===== src/rtl/qpwm_pkg.sv =====
package qpwm_pkg;
  // Control-to-datapath strobes
  typedef struct packed {
    logic wrap;   // counter is at its maximum this cycle
    logic load;   // level bus should be captured this cycle
  } pwmStrobes_t;
endpackage


===== src/rtl/qpwm_ctrl.sv =====
module qpwm_ctrl
  import qpwm_pkg::*;
#(
  parameter int CNT_W = 8
) (
  input  logic             clk,
  input  logic             rstN,
  input  logic             loadStb,
  output logic [CNT_W-1:0] cntVal,
  output pwmStrobes_t      strobes
);
  localparam logic [CNT_W-1:0] CNT_MAX = {CNT_W{1'b1}};

  always_ff @(posedge clk or negedge rstN) begin
    if (!rstN) cntVal <= '0;
    else       cntVal <= cntVal + 1'b1;
  end

  always_comb begin
    strobes.wrap = (cntVal == CNT_MAX);
    strobes.load = loadStb;
  end
endmodule


===== src/rtl/qpwm_dpath.sv =====
module qpwm_dpath
  import qpwm_pkg::*;
#(
  parameter int NUM_CH   = 4,
  parameter int LVL_W    = 3,
  parameter int CNT_W    = 8,
  parameter int STEP_PCT = 15
) (
  input  logic                    clk,
  input  logic                    rstN,
  input  pwmStrobes_t             strobes,
  input  logic [CNT_W-1:0]        cntVal,
  input  logic [NUM_CH*LVL_W-1:0] levelIn,
  output logic [NUM_CH-1:0]       pwmOut
);
  localparam int THR_W   = CNT_W + 1;
  localparam int PERIOD  = 1 << CNT_W;
  localparam int LVL_TOP = (1 << LVL_W) - 1;

  // Level to high-time threshold, rounded; top level forced to full period
  function automatic logic [THR_W-1:0] lvlToThr(input logic [LVL_W-1:0] lvl);
    int raw;
    if (int'(lvl) == LVL_TOP) raw = PERIOD;
    else                      raw = (int'(lvl) * STEP_PCT * PERIOD + 50) / 100;
    if (raw > PERIOD) raw = PERIOD;
    return THR_W'(raw);
  endfunction

  logic [CNT_W-1:0] cntNext;
  assign cntNext = strobes.wrap ? '0 : cntVal + 1'b1;

  for (genvar ch = 0; ch < NUM_CH; ch++) begin : g_ch
    logic [LVL_W-1:0] pendLvl;
    logic [LVL_W-1:0] actLvl;
    logic [LVL_W-1:0] actNext;
    logic [LVL_W-1:0] lvlBus;

    assign lvlBus = levelIn[ch*LVL_W +: LVL_W];

    always_comb begin
      actNext = actLvl;
      if (strobes.wrap) actNext = strobes.load ? lvlBus : pendLvl;
    end

    always_ff @(posedge clk or negedge rstN) begin
      if (!rstN) begin
        pendLvl    <= '0;
        actLvl     <= '0;
        pwmOut[ch] <= 1'b0;
      end else begin
        if (strobes.load) pendLvl <= lvlBus;
        actLvl     <= actNext;
        pwmOut[ch] <= ({1'b0, cntNext} < lvlToThr(actNext));
      end
    end
  end
endmodule


===== src/rtl/quad_pwm_driver.sv =====
module quad_pwm_driver
  import qpwm_pkg::*;
#(
  parameter int NUM_CH   = 4,
  parameter int LVL_W    = 3,
  parameter int CNT_W    = 8,
  parameter int STEP_PCT = 15
) (
  input  logic                    clk,
  input  logic                    rstN,
  input  logic                    loadStb,
  input  logic [NUM_CH*LVL_W-1:0] levelIn,
  output logic [NUM_CH-1:0]       pwmOut
);
  logic [CNT_W-1:0] cntVal;
  pwmStrobes_t      strobes;

  qpwm_ctrl #(.CNT_W(CNT_W)) u_ctrl (
    .clk     (clk),
    .rstN    (rstN),
    .loadStb (loadStb),
    .cntVal  (cntVal),
    .strobes (strobes)
  );

  qpwm_dpath #(
    .NUM_CH  (NUM_CH),
    .LVL_W   (LVL_W),
    .CNT_W   (CNT_W),
    .STEP_PCT(STEP_PCT)
  ) u_dpath (
    .clk     (clk),
    .rstN    (rstN),
    .strobes (strobes),
    .cntVal  (cntVal),
    .levelIn (levelIn),
    .pwmOut  (pwmOut)
  );
endmodule


===== config.mk =====
export PLATFORM = sky130hd
export DESIGN_NAME = quad_pwm_driver
export DESIGN_NICKNAME = d
export VERILOG_FILES = /design/src/rtl/qpwm_pkg.sv /design/src/rtl/qpwm_ctrl.sv /design/src/rtl/qpwm_dpath.sv /design/src/rtl/quad_pwm_driver.sv
export SDC_FILE = /design/constraint.sdc
export NUM_CORES = 1
export LEC_CHECK = 0
export CAP_MARGIN = 10
export CORE_MARGIN = 10
export CORE_UTILIZATION = 25
export DETAILED_ROUTE_END_ITERATION = 10
export PLACE_DENSITY = 0.46
export SLEW_MARGIN = 10
export SYNTH_ARGS = -nofsm -noshare
export SYNTH_HDL_FRONTEND = slang
export SYNTH_SLANG_ARGS = --single-unit

===== constraint.sdc =====
create_clock -name clk -period 15.4 [get_ports clk]
set_clock_uncertainty 0.2 [all_clocks]
set_input_delay 3.08 -clock clk [delete_from_list [all_inputs] [get_ports clk]]
set_output_delay 3.08 -clock clk [all_outputs]
set_load 0.03 [all_outputs]

* After elaboration in Yosys (flattened, before gate mapping)
Cells that the tools add are included.
** Word-level totals
- Input port bits :: 15
- Flip-flop bits (word level) :: 36
- Output and inout bits :: 4
** Operators by class
- Equality and inequality tests :: 5
- Order comparisons :: 8
- Add/subtract/negate cells :: 5
- Div/mod/pow operators :: 4
- Multipliers :: 4
- Multiplexer cells :: 17
** Operator list (count)
- adder 32 x 7 -> 32 bit, second input constant :: 4
- divider 32 x 8 -> 32 bit, second input constant :: 4
- greater-than comparator 32 x 10 -> 1 bit, second input constant :: 4
- 2-to-1 mux 32 bit :: 4
- < comparator 8 x 9 -> 1 bit :: 4
- 2-to-1 mux 9 bit :: 4
- multiplier 3 x 4 -> 7 bit, second input constant :: 4
- 2-to-1 mux 3 bit :: 8
- == test 3 x 1 -> 1 bit, second input constant :: 4
- adder 8 x 1 -> 8 bit, second input constant :: 1
- == test 8 bit, second input constant :: 1
- 2-to-1 mux 8 bit :: 1

* Longest topological paths before layout
- Depth after elaboration :: 9
- Gate-level depth with buffers :: 64

* Modules after synthesis
Synthesis repeated with hierarchy kept, for this count alone.
** Second synthesis, totals
- Cell total of the unflattened synthesis :: 1654
- Area, all modules :: 12462.0 µm²
** By module, submodules not included
- qpwm_dpath :: cells an instance 1627, times used 1, area each 12130.4 µm², sequential area each 700.7 µm²
- qpwm_ctrl :: cells an instance 27, times used 1, area each 331.6 µm², sequential area each 200.2 µm²

* Worst setup path after synthesis
Ideal clock, no wire load.
- Path kind :: input-to-reg
- From :: input loadStb
- To :: register u_dpath.pwmOut[1]
- Stages :: 58
- Path slack :: 788 ps
- Data arrival time :: 14330 ps
- Library setup time :: 82 ps
- Cell sequence :: buf_2 -> mux2_2 -> mux2i_1 -> inv_1 -> fa_1 -> ha_1 -> fa_1 -> xor2_2 -> a211oi_2 -> nor2_1 -> ha_1 -> nand2b_1 -> nor4_4 -> o211a_2 -> nor2_1 -> ha_1 -> o32ai_2 -> a22oi_2 -> (+22 left out) -> nor3_1 -> a31oi_1 -> nand2_1 -> mux2i_1 -> a32o_1 -> a41oi_1 -> or2_1 -> ha_1 -> a21o_1 -> a21oi_1 -> nor2b_1 -> o21ai_0 -> nand2b_1 -> a21oi_1 -> nor2b_1 -> o21ai_0 -> o31ai_1 -> a31oi_1
** On the way
- Longest elaborated chain between the ends :: 9
- Elaborated cells on any way between the ends :: 10
- Those cells by class :: 1 x add/sub; 1 x mul; 1 x div; 2 x order compare; 1 x eq/ne; 4 x mux
** Ends and longest elaborated chain
- from (decl) :: line quad_pwm_driver.sv:11 : input logic loadStb,
- 2-to-1 mux 3 bit * (2 in a row) :: line qpwm_dpath.sv:42 : if (strobes.wrap) actNext = strobes.load ? lvlBus : pendLvl;
- named net u_dpath.g_ch[1].actNext[2] :: line qpwm_dpath.sv:35 : logic [LVL_W-1:0] actNext;
- multiplier 3 x 4 -> 7 bit :: line qpwm_dpath.sv:24 : else raw = (int'(lvl) * STEP_PCT * PERIOD + 50) / 100;
- adder 32 x 7 -> 32 bit :: line qpwm_dpath.sv:24
- divider 32 x 8 -> 32 bit :: line qpwm_dpath.sv:24
- 2-to-1 mux 32 bit * :: line qpwm_dpath.sv:23 : if (int'(lvl) == LVL_TOP) raw = PERIOD;
- greater-than comparator 32 x 10 -> 1 bit :: line qpwm_dpath.sv:25 : if (raw > PERIOD) raw = PERIOD;
- 2-to-1 mux 9 bit * :: line qpwm_dpath.sv:25
- < comparator 8 x 9 -> 1 bit * :: line qpwm_dpath.sv:53 : pwmOut[ch] <= ({1'b0, cntNext} < lvlToThr(actNext));
- to (signal, indexed assignment) :: line qpwm_dpath.sv:53
- to (decl) :: line qpwm_dpath.sv:14 : output logic [NUM_CH-1:0] pwmOut
Mark *: on every way through the listed nets, which the timed path passes. The rest lies on a longest branch.

* Final worst setup path
- From :: input levelIn[5]
- To :: register u_dpath.pwmOut[1]
** On the way
- Longest elaborated chain between the ends :: 9
- Elaborated cells on any way between the ends :: 10
- Those cells by class :: 1 x add/sub; 1 x mul; 1 x div; 2 x order compare; 1 x eq/ne; 4 x mux
** Ends and longest elaborated chain
- from (decl) :: line quad_pwm_driver.sv:12 : input logic [NUM_CH*LVL_W-1:0] levelIn,
- 2-to-1 mux 3 bit * (2 in a row) :: line qpwm_dpath.sv:42
- named net u_dpath.g_ch[1].actNext[2] :: line qpwm_dpath.sv:35
- multiplier 3 x 4 -> 7 bit :: line qpwm_dpath.sv:24
- adder 32 x 7 -> 32 bit :: line qpwm_dpath.sv:24
- divider 32 x 8 -> 32 bit :: line qpwm_dpath.sv:24
- 2-to-1 mux 32 bit * :: line qpwm_dpath.sv:23
- greater-than comparator 32 x 10 -> 1 bit :: line qpwm_dpath.sv:25
- 2-to-1 mux 9 bit * :: line qpwm_dpath.sv:25
- < comparator 8 x 9 -> 1 bit * :: line qpwm_dpath.sv:53
Marks and branches as above.

==> impl_metrics.csv <==
group,metric,value,unit
critical_path,max_stage_delay,0.54,ns
final_layout,final_cell_mix,"167 x nand2_1, 135 x nor2_1, 125 x buf_4",
pwr,ir_drop,0.03118,mV
sta,relSlewSlack,36.25,%
floorplanning,core-area,52660,µm²
clocking,cts_hold_buf,0,
pwr,power_density,14.22,nW/µm²
floorplanning,pin_count,19,
logic_synthesis,yosys.area_share.adder,12.95,%
run_status,outcome,"complete, no violations",
clocking,cts_buffer_depth,2,
sta,tightest_slew,0.9463,ns
logic_synthesis,synth-seq-cells,36,
drt,wl_per_cell,16.96,µm
floorplanning,initial_core_util,25.29,%
logic_synthesis,yosysWarnings,0,
logic_synthesis,synth-edff-count,0,
logic_synthesis,muxShareOfSynthArea,5.524,%
clocking,cts_tree,"built",
logic_synthesis,yosysSeqAreaShare,6.764,%
global_route,antenna_found_initial,3,
drt,finalWirelength,43190,µm
sta,fmax,0.06874,GHz
global_route,overflow,0,
critical_path,cp-start-kind,"input port",
pwr,power_leakage,6.451,nW
drt,ant_nets,0,
critical_path,worstPathRequired,15.40,ns
clocking,clock_latency,0.28,ns
sta,period_needed,14.55,ns
logic_synthesis,synth.largest_area_cell,"ha_1",
clocking,cts.clk_slew.worst_paths,0.06,ns
critical_path,rrSetupSlack,3.05,ns
logic_synthesis,yosys.area.top_type_share,10.99,%
global_route,grt_max_degree,37,
logic_synthesis,synthCells,1754,
logic_synthesis,synth_fp_nets,1898,
job,max_cap_viol_count,0,
floorplanning,die_h,250.8,µm
drt,drt_iter0_drc,1162,
critical_path,critPathMaxFanout,8,
logic_synthesis,synthFlopType,"dfrtp_1",
drt,vias_per_cell,5.590,
logic_synthesis,synth-xor-area-share,5.966,%
sta,whs,0.2844,ns
global_route,first_global_vias,13730,
drt,dr.pass1.iters,6,
sta,tns,0,ns
final_layout,mostFrequentLayoutCell,"nand2_1",
clocking,cts_root_buf,"clkbuf_16",
clocking,htreeDepth,2,
global_route,grt_pass1_wl,71060,µm
floorplanning,chipWidth,250.8,µm
critical_path,crit_path_top_delay_cell,"fa_1",
final_layout,post-route-util,29.01,%
global_route,grtUsageTotal,13.03,%
final_layout,area_delta_synth_final,14.71,%
sta,hold_viol_final,0,
logic_synthesis,synth-compound-area-share,37.58,%
drt,via_count,14240,
placed_design,dp_hpwl,35060,µm
logic_synthesis,synth-simple-area-share,27.40,%
clocking,cts_made_buffers,5,
drt,drc,0,
critical_path,cp_data_arrival_time,14.54,ns
placed_design,io_buffer_count,18,
floorplanning,rows,84,
logic_synthesis,syn_area_per_cell,7.593,µm²
logic_synthesis,synth_top_family_by_area,"compound AO/OA/AOI/OAI gates",
critical_path,crit_path_end_kind,"flip-flop",
final_layout,layout-drive-gt1-share,18.34,%
critical_path,critPathKind,"input port to flip-flop",
sta,setup_viol,0,
final_layout,nets,2002,
logic_synthesis,yosys-top-cells-area,"ha_1 11%, dfrtp_1 6.8%, nand2_1 4.7%, a21oi_1 4.4%, xnor2_1 4.0%",
placed_design,gp_congestion,0.9265,
sta,rsz0062_at_grt,"no",
logic_synthesis,ys_types,146,
sta,fin_crit_sh,94.46,%
final_layout,fillers,5718,
logic_synthesis,ys_async_sr_fraction,100.0,%
sta,slew_violations,0,
clocking,cts.sinks,36,
worst_hold_path,hold_class,"flip-flop to flip-flop",
critical_path,crit_path_frequent_cell,"ha_1",
final_layout,diodes,0,
logic_synthesis,syn_area,13320,µm²
floorplanning,dieArea,62900,µm²
-- logic make-up (layout without fill, tap and decap cells) --
group           count (synthesis)  count (layout)
compound gates                644             644
xor+xnor                       84              84
fa+ha+maj                     131             131
buf+inv                       110             215
flops                          36              36
mux                            66              66
simple gates                  683             683
-- layer usage --
metal	vias to the layer above	routed length, µm	GRT usage [%]
met5	-	0	0
met4	0	646	2.203
met3	67	2018	1.564
met2	393	19900	22.02
met1	6761	20630	17.59
li1	7016	-	-
-- per-stage QoR --
stage          setup slack (ns)  cell area [µm²]  power [W]  instances
3_3_place_gp            0.05327            14980  0.0001131       2532
6_report                 0.8527            15280  0.0002172       2547
3_5_place_dp            -0.2550            14980  0.0001134       2532
4_1_cts                  0.2645            15140  0.0002220       2540
5_1_grt                 0.02746            15280  0.0002265       2547
2_1_floorplan            0.7877            13320  0.0001044       1754
-- report_power, final --
group	switching [W]	internal (W)	leakage [nW]	total, W
clock	0.0000420	0.0000644	0.0691	0.000106
combinational	0.00000626	0.00000615	5.92	0.0000124
sequential	0.000000708	0.0000977	0.461	0.0000984
total	0.0000490	0.000168	6.45	0.000217
-- registers in the layout, summed over array words and instances, names as in the netlist --
register              count
u_dpath.g_ch.pendLvl     12
u_dpath.g_ch.actLvl      12
u_ctrl.cntVal             8
u_dpath.pwmOut            4
-- worst max-delay path: cells and delay by family --
kind,cells,cell delay [ns]
AO/OA/AOI/OAI,21,4.29
XOR/XNOR,2,0.38
adder cells (fa/ha/maj),9,2.61
buffers and inverters,5,0.88
multiplexers,5,0.92
AND/OR/NAND/NOR,17,2.40
-- final timing paths --
path,cells past startpoint,from,end
setup / recovery,59,levelIn[5],u_dpath.pwmOut[1]
hold / removal,1,u_ctrl.cntVal[7],u_ctrl.cntVal[7]
setup reg to reg,60,u_ctrl.cntVal[0],u_dpath.pwmOut[1]
hold reg to reg,1,u_ctrl.cntVal[7],u_ctrl.cntVal[7]
max in group asynchronous,1,rstN,u_dpath.g_ch[2].actLvl[2]
min in group asynchronous,1,rstN,u_dpath.pwmOut[2]
-- final cells by class --
type,count,area (µm²),share of cell area [%]
inverter,64,250.2,1.638
sequential,36,900.9,5.897
tap,688,860.8,5.635
clock buffer,6,138.9,0.9091
clock inverter,2,15.01,0.09828
multi-input combinational,1608,12000,78.57
timing repair buffer,143,1109,7.256
-- timing repair --
item / CTS / global route
resized for setup: 1 / 25
endpoints found under the setup margin: 1 / 4
pin swaps: 0 / 6
setup buffers: 0 / 7
-- cell usage after synthesis (14+ instances only) --
library cell and count:
and2_1 28, nand2_1 167, nor4_1 21, a21o_1 32, a31oi_1 32, nand4_1 23
nor2_1 135, o31ai_1 20, and3_1 15, ha_1 117, buf_2 16, xor2_1 16
xnor2_1 61, o31a_1 14, mux2_2 31, or3_1 18, nand3_1 57, or2_2 16
nand2b_1 26, a211oi_1 28, o21a_1 21, o211ai_1 28, a21oi_1 118, mux2i_1 26
inv_1 52, o21ai_0 84, dfrtp_1 36, nor3_1 65, clkbuf_1 17, o21ai_1 21
nor2b_1 21
Power figures use the tool's default switching activity.
